## src/rtl/lin_wake_pkg.sv

```systemverilog
package lin_wake_pkg;
  typedef enum logic [1:0] {
    WK_IDLE  = 2'd0,
    WK_COUNT = 2'd1,
    WK_QUAL  = 2'd2,
    WK_DONE  = 2'd3
  } wake_state_t;
endpackage

```

## src/rtl/lin_wake_sync.sv

```systemverilog
module lin_wake_sync #(
  parameter int STAGES = 2
) (
  input  logic clk,
  input  logic rst_n,
  input  logic din,
  output logic dout
);
  logic [STAGES-1:0] chain;

  always_ff @(posedge clk or negedge rst_n) begin
    if (!rst_n) chain <= '0;
    else        chain <= {chain[STAGES-2:0], din};
  end

  assign dout = chain[STAGES-1];
endmodule

```

## src/rtl/lin_wake_timer.sv

```systemverilog
module lin_wake_timer #(
  parameter int LIMIT = 80
) (
  input  logic clk,
  input  logic rst_n,
  input  logic clr,
  input  logic tick,
  output logic hit
);
  localparam int CW = $clog2(LIMIT + 1);
  localparam logic [CW-1:0] LAST = CW'(LIMIT - 1);

  logic [CW-1:0] cnt;

  always_ff @(posedge clk or negedge rst_n) begin
    if (!rst_n)     cnt <= '0;
    else if (clr)   cnt <= '0;
    else if (tick)  cnt <= cnt + 1'b1;
  end

  // Last required tick of the low phase arrives now.
  assign hit = !clr && tick && (cnt == LAST);
endmodule

```

## src/rtl/lin_wake_ctrl.sv

```systemverilog
module lin_wake_ctrl
  import lin_wake_pkg::*;
(
  input  logic        clk,
  input  logic        rst_n,
  input  logic        armed_in,
  input  logic        low_s,
  input  logic        qual_hit,
  output wake_state_t state,
  output logic        pulse
);
  always_ff @(posedge clk or negedge rst_n) begin
    if (!rst_n) begin
      state <= WK_IDLE;
      pulse <= 1'b0;
    end else begin
      pulse <= 1'b0;
      if (!armed_in) begin
        state <= WK_IDLE;
      end else begin
        unique case (state)
          WK_IDLE:  state <= WK_COUNT;
          WK_COUNT: if (qual_hit) state <= WK_QUAL;
          WK_QUAL:  if (!low_s) begin
                      state <= WK_DONE;
                      pulse <= 1'b1;
                    end
          WK_DONE:  state <= WK_DONE;
          default:  state <= WK_IDLE;
        endcase
      end
    end
  end
endmodule

```

## src/rtl/lin_wake_detect.sv

```systemverilog
module lin_wake_detect
  import lin_wake_pkg::*;
#(
  parameter int DEBOUNCE_US = 80,
  parameter int SYNC_STAGES = 2
) (
  input  logic clk,
  input  logic rst_n,
  input  logic us_tick,
  input  logic sleep_en,
  input  logic bus_low_raw,
  output logic wake_pulse
);
  logic        low_s;
  logic        qual_hit;
  logic        cnt_clr;
  wake_state_t st;

  lin_wake_sync #(.STAGES(SYNC_STAGES)) sync_i (
    .clk(clk), .rst_n(rst_n), .din(bus_low_raw), .dout(low_s)
  );

  // Count only while armed in the counting state and the bus is low.
  assign cnt_clr = (st != WK_COUNT) || !low_s || !sleep_en;

  lin_wake_timer #(.LIMIT(DEBOUNCE_US)) timer_i (
    .clk(clk), .rst_n(rst_n), .clr(cnt_clr), .tick(us_tick), .hit(qual_hit)
  );

  lin_wake_ctrl ctrl_i (
    .clk(clk), .rst_n(rst_n), .armed_in(sleep_en), .low_s(low_s),
    .qual_hit(qual_hit), .state(st), .pulse(wake_pulse)
  );
endmodule

```

## config.mk

```make
export PLATFORM = sky130hd
export DESIGN_NAME = lin_wake_detect
export DESIGN_NICKNAME = d
export VERILOG_FILES = /design/src/rtl/lin_wake_pkg.sv /design/src/rtl/lin_wake_sync.sv /design/src/rtl/lin_wake_timer.sv /design/src/rtl/lin_wake_ctrl.sv /design/src/rtl/lin_wake_detect.sv
export SDC_FILE = /design/constraint.sdc
export NUM_CORES = 1
export LEC_CHECK = 0
export ABC_CLOCK_PERIOD_IN_PS = 3550
export CORE_AREA = 2 2 39 41
export DETAILED_ROUTE_END_ITERATION = 10
export DIE_AREA = 0 0 41 43
export HOLD_SLACK_MARGIN = 0.1
export PLACE_DENSITY = 0.6
export SYNTH_ARGS = -nofsm -noshare
export SYNTH_HDL_FRONTEND = slang
export SYNTH_SLANG_ARGS = --single-unit
```

## constraint.sdc

```tcl
create_clock -name clk -period 3.55 [get_ports clk]
set_clock_uncertainty 0.05 [all_clocks]
set_input_delay 0.71 -clock clk [delete_from_list [all_inputs] [get_ports clk]]
set_output_delay 0.71 -clock clk [all_outputs]
set_load 0.05 [all_outputs]
```

; ---- Word-level counts from Yosys, hierarchy flattened
; Index checks and enable logic that the tools add are counted.
; Widths: inputs -> output; s select.
[word_totals]
reg_bits = 12
inputBits = 5
word_cells = 31
[classes]
n_addsub = 1
eq_ne = 7
muxes = 9
reduce_logical = 10
[ops]
columns = operator, n
row1 = $mux 7, 2
row2 = $pmux 2 s4, 1
row3 = $add 7x1->7 const B, 1
row4 = $eq 7x7->1 const B, 1
row5 = $mux 2, 3
row6 = $eq 2x2->1 const B, 2
row7 = $logic_not 1->1, 3
row8 = $mux 1, 3
row9 = $ne 3x2->1 const B, 1
row10 = $ne 3x3->1 const B, 1
row11 = $eq 2x1->1 const B, 1
row12 = $logic_and 1x1->1, 2
row13 = $logic_not 2->1, 1
row14 = $logic_or 1x1->1, 2
row15 = $ne 2x1->1 const B, 1
row16 = $reduce_and 2->1, 1
row17 = $reduce_bool 2->1, 1

; ---- Logic depth before layout (Yosys ltp)
[logic_depth]
ltp_word = 9
ltp_mapped = 4
depth_no_buf = 4

; ---- Cells and area by module
; A second synthesis with hierarchy kept.
[hier_totals]
cells_unflattened = 44
hier_area_um2 = 509.2
[by_module_without_submodules]
columns = mod, n_inst, cells_per_inst, area_each_um2, seq_area_each_um2
row1 = lin_wake_timer, 1, 32, 330.3, 175.2
row2 = lin_wake_ctrl, 1, 9, 120.1, 75.1
row3 = lin_wake_sync, 1, 2, 50.0, 50.0
row4 = lin_wake_detect, 1, 1, 8.8, 0.0

; ---- Least setup slack after synthesis
; OpenSTA, ideal clock, no wires.
[synth_timing]
path_type = input -> register
startpoint = input port us_tick
endpoint = register ctrl_i.state[0]
setup_ns = 0.141
arrival_ns = 1.304
required_time_ns = 3.359
setup_slack_ns = 2.054
cell_stages = 3
n_path_buf = 0
path_cell_list = nand4_1 > nor4b_2 > a41oi_1
[synth_via]
elab_chain_len = 4
[synth_rtl]
columns = element, line_no
row1 = "start, declared", lin_wake_detect.sv:9  ; input logic us_tick,
row2 = $logic_and 1x1->1 (2 in a row), lin_wake_timer.sv:22  ; assign hit = !clr && tick && (cnt == LAST);
row3 = $ne 3x2->1 (no line), -
row4 = $reduce_and 2->1 (no line), -
row5 = "end signal, assigned", lin_wake_ctrl.sv:14  ; state <= WK_IDLE;
row6 = "end signal, assigned", lin_wake_ctrl.sv:19  ; state <= WK_IDLE;
row7 = "end signal, assigned", lin_wake_ctrl.sv:22  ; WK_IDLE: state <= WK_COUNT;
row8 = "end, declared", lin_wake_ctrl.sv:9  ; output wake_state_t state,
; No other way between the ends.
; A chain may end at the register's enable or synchronous reset.

; ---- Worst setup path in the final report
[layout_timing]
startpoint = register ctrl_i.pulse
endpoint = output port wake_pulse
[layout_rtl]
columns = element, line_no
row1 = "start, declared", lin_wake_ctrl.sv:10  ; output logic pulse
row2 = "start signal, assigned", lin_wake_ctrl.sv:15  ; pulse <= 1'b0;
row3 = "start signal, assigned", lin_wake_ctrl.sv:17  ; pulse <= 1'b0;
row4 = "start signal, assigned", lin_wake_ctrl.sv:26  ; pulse <= 1'b1;
row5 = "end, declared", lin_wake_detect.sv:12  ; output logic wake_pulse
; No word-level cell between the ends.

==> out/qor.csv <==
stage,metric,value,unit
yosys,top post-synthesis cells by area,"dfrtp_1, xor2_1, nand4_1, nor2_1, nand2_1",
min_path,Hold WC Path Type,flop to flop,
sta,Pins Over Slew Limit,0,
sta,Worst Tran Pin Value,516,ps
yosys,Post-synth ARST share,100,%
yosys,"EDFF count, synth",0,
clock_tree,# clock sinks,12,
power,maximum VDD drop,0.000181,V
place,Buffers on Ports,5,
layout,Final nets,59,
flow_run,Max Cap Viol,0,
yosys,Most used DFF post-synth,dfrtp_1,
sta,fin crit share,60.0,%
floorplanning,Die H,43,um
global_route,first-pass GRT wire length,1360,um
min_path,hold_sp,sync_i.chain[0],
place,HPWL after detailed placement,557,um
route,routed len/inst,11.4,um
worst_setup_path,Worst Setup Path Type,flop to output pin,
yosys,cell taking the most area after synthesis,dfrtp_1,
sta,relative slew slack,65.5,%
clock_tree,root buf cell,clkbuf_4,
yosys,most frequent cells after synthesis,"dfrtp_1, nor2_1, nand2_1, nand4_1, xor2_1",
worst_setup_path,slowest cell on the critical path,clkdlybuf4s50_1,
clock_tree,clock-pin slew on the worst setup and hold paths,70,ps
global_route,met3 usage,4.71,%
sta,setup TNS,0,ps
route,via count,337,
worst_setup_path,flop2flop setup slack,2130,ps
yosys,sequential area share after synthesis,59.6,%
layout,Finished Layout Cells,67,
worst_setup_path,Crit Reg-Reg Startpoint,timer_i.cnt[0],
worst_setup_path,CP Buf/Inv Count,1,
global_route,busiest grt layer,met1,
yosys,register bit total from synthesis,12,
worst_setup_path,Worst setup SP type,flop,
worst_setup_path,Top delay family on crit path,buffers and inverters,
layout,"final std cell area, no fill",597,um^2
sta,Max Clock Freq,470,MHz
yosys,top cell type's share of synthesized area,59.6,%
floorplanning,die area,0.00176,mm^2
global_route,vias in the first global route,317,
route,DRC viols,0,
global_route,met2 GRT Util,13.8,%
global_route,antenna violations before repair,0,
min_path,Worst Hold Endpoint,sync_i.chain[1],
yosys,cells after synthesis,43,
yosys,most numerous cell in the Yosys netlist,dfrtp_1,
layout,# diodes,0,
min_path,Worst Hold Depth,0,
layout,layout cell share with drive strength beyond 1,7.84,%
yosys,Synth Cell Area,504,um^2
route,mean number of vias per cell,5.03,
sta,final setup vio count,0,
worst_setup_path,crit path DAT,1370,ps
yosys,mean post-synth cell area,11.7,um^2
global_route,M1 GR Usage,17.2,%
floorplanning,Rows,14,
place,GPL Wtd Cong,0.727,
clock_tree,Max clock buf depth,2,
sta,final-report hold violation count,0,
layout,synthesis-to-finish area growth,18.4,%
route,Detail Route Antenna Nets,0,
yosys,synth warn,0,
yosys,"Distinct cells, synth",18,
worst_setup_path,FF-to-FF End,ctrl_i.state[0],
power,static leakage,0.000244,uW
global_route,grt ovf,0,
route,Routed WL,764,um
run_status,status,completed,
sta,RSZ-0062 raised after global routing,false,
layout,Final Core Density,43.1,%
clock_tree,total CTS buffers,3,
clock_tree,Post-CTS Setup Bufs,0,
clock_tree,clock tree from TritonCTS,done,
power,PwrDens,388,mW/mm^2
worst_setup_path,FF-to-FF path depth,4,
worst_setup_path,CP Cell Sequence,clkdlybuf4s50_1,
clock_tree,worst-skew pair later-pin latency,260,ps
worst_setup_path,CP max FO,1,
worst_setup_path,CP required,2790,ps
floorplanning,chip width,41,um
clock_tree,# hold bufs at CTS,0,
clock_tree,CTS resizes,0,
worst_setup_path,Critical Path End Type,output pin,
clock_tree,H-tree Lvls,1,
place,placed instance area,574,um^2
route,drt pass-1 iters,4,
floorplanning,total core area,0.00138,mm^2
route,DRT iter0 DRCs,5,
sta,minimum clock period,2130,ps
floorplanning,Initial Util,36.4,%
global_route,largest net degree at the start of global routing,13,
global_route,GRT Util Overall,11.8,%
place,Placed Cells,64,
floorplanning,IO Count,6,
yosys,Synthesized Nets,49,
worst_setup_path,"slowest stage delay, CP",790,ps
-- cells by family (layout without fill, tap and decap cells) --
kind of cell / Yosys count / after routing / share of synthesized area [%]
compound gates: 6 / 6 / 7.44
simple gates: 18 / 18 / 20.8
xor+xnor: 4 / 4 / 6.95
mux: 1 / 1 / 1.99
flops: 12 / 12 / 59.6
buf+inv: 1 / 9 / 0.744
fa+ha+maj: 1 / 1 / 2.48
-- metrics by stage --
step                      worst slack (ps)  hold WS [ps]  power (uW)
after CTS                             1410           303         235
after global routing                  1350           319         244
final                                 1420           306         231
after global placement                1400           283         155
after floorplan                       2050           281         146
after detailed placement              1350           287         155
-- cell type report --
| class | instances | area (um^2) |
|---|---|---|
| tap | 16 | 20.0 |
| inverter | 1 | 3.75 |
| timing repair buffer | 5 | 50.0 |
| sequential | 12 | 300 |
| clock buffer | 3 | 22.5 |
| fill | 132 | 787 |
| multi-input combinational | 30 | 200 |
-- state kept, by name (all words and copies together), names as in the netlist --
name	flops
sync_i.chain	2
ctrl_i.state	2
ctrl_i.pulse	1
timer_i.cnt	7
-- where the power goes --
part           leakage (uW)  total, uW  internal [uW]  switching (uW)
Combinational     0.0000699       11.8           5.98            5.86
Clock             0.0000138       78.8           39.1            39.7
Sequential         0.000160        141            139            1.86
-- how the worst max path moves through the flow --
| stage | slack, ps | to | depth (start not counted) | from |
|---|---|---|---|---|
| 2_1_floorplan | 2050 | ctrl_i.state[0] | 3 | us_tick |
| 3_3_place_gp | 1400 | timer_i.cnt[6] | 4 | us_tick |
| 3_5_place_dp | 1350 | ctrl_i.state[0] | 4 | us_tick |
| 4_1_cts | 1410 | wake_pulse | 1 | ctrl_i.pulse |
| 5_1_grt | 1350 | wake_pulse | 1 | ctrl_i.pulse |
| 6_report | 1420 | wake_pulse | 1 | ctrl_i.pulse |
-- layout by cell type, fill, tap and decap left out --
master           instances
dfrtp_1                 12
a21oi_1                  2
o21ai_0                  2
mux2i_1                  1
inv_1                    1
nor2_1                   5
nor4b_2                  1
xor2_1                   3
nand3b_1                 1
nand4_1                  3
xnor2_1                  1
a41oi_1                  1
or3_1                    2
nor4b_1                  1
clkdlybuf4s50_1          5
clkbuf_4                 3
nand2_1                  4
ha_1                     1
and4_1                   1
a22o_1                   1
-- layer usage --
layer	routed length, um	vias to the layer above
met5	0	-
met4	12	0
met3	33	2
met2	342	6
met1	375	157
li1	-	172
No activity file was read; power rests on OpenSTA's default activity.
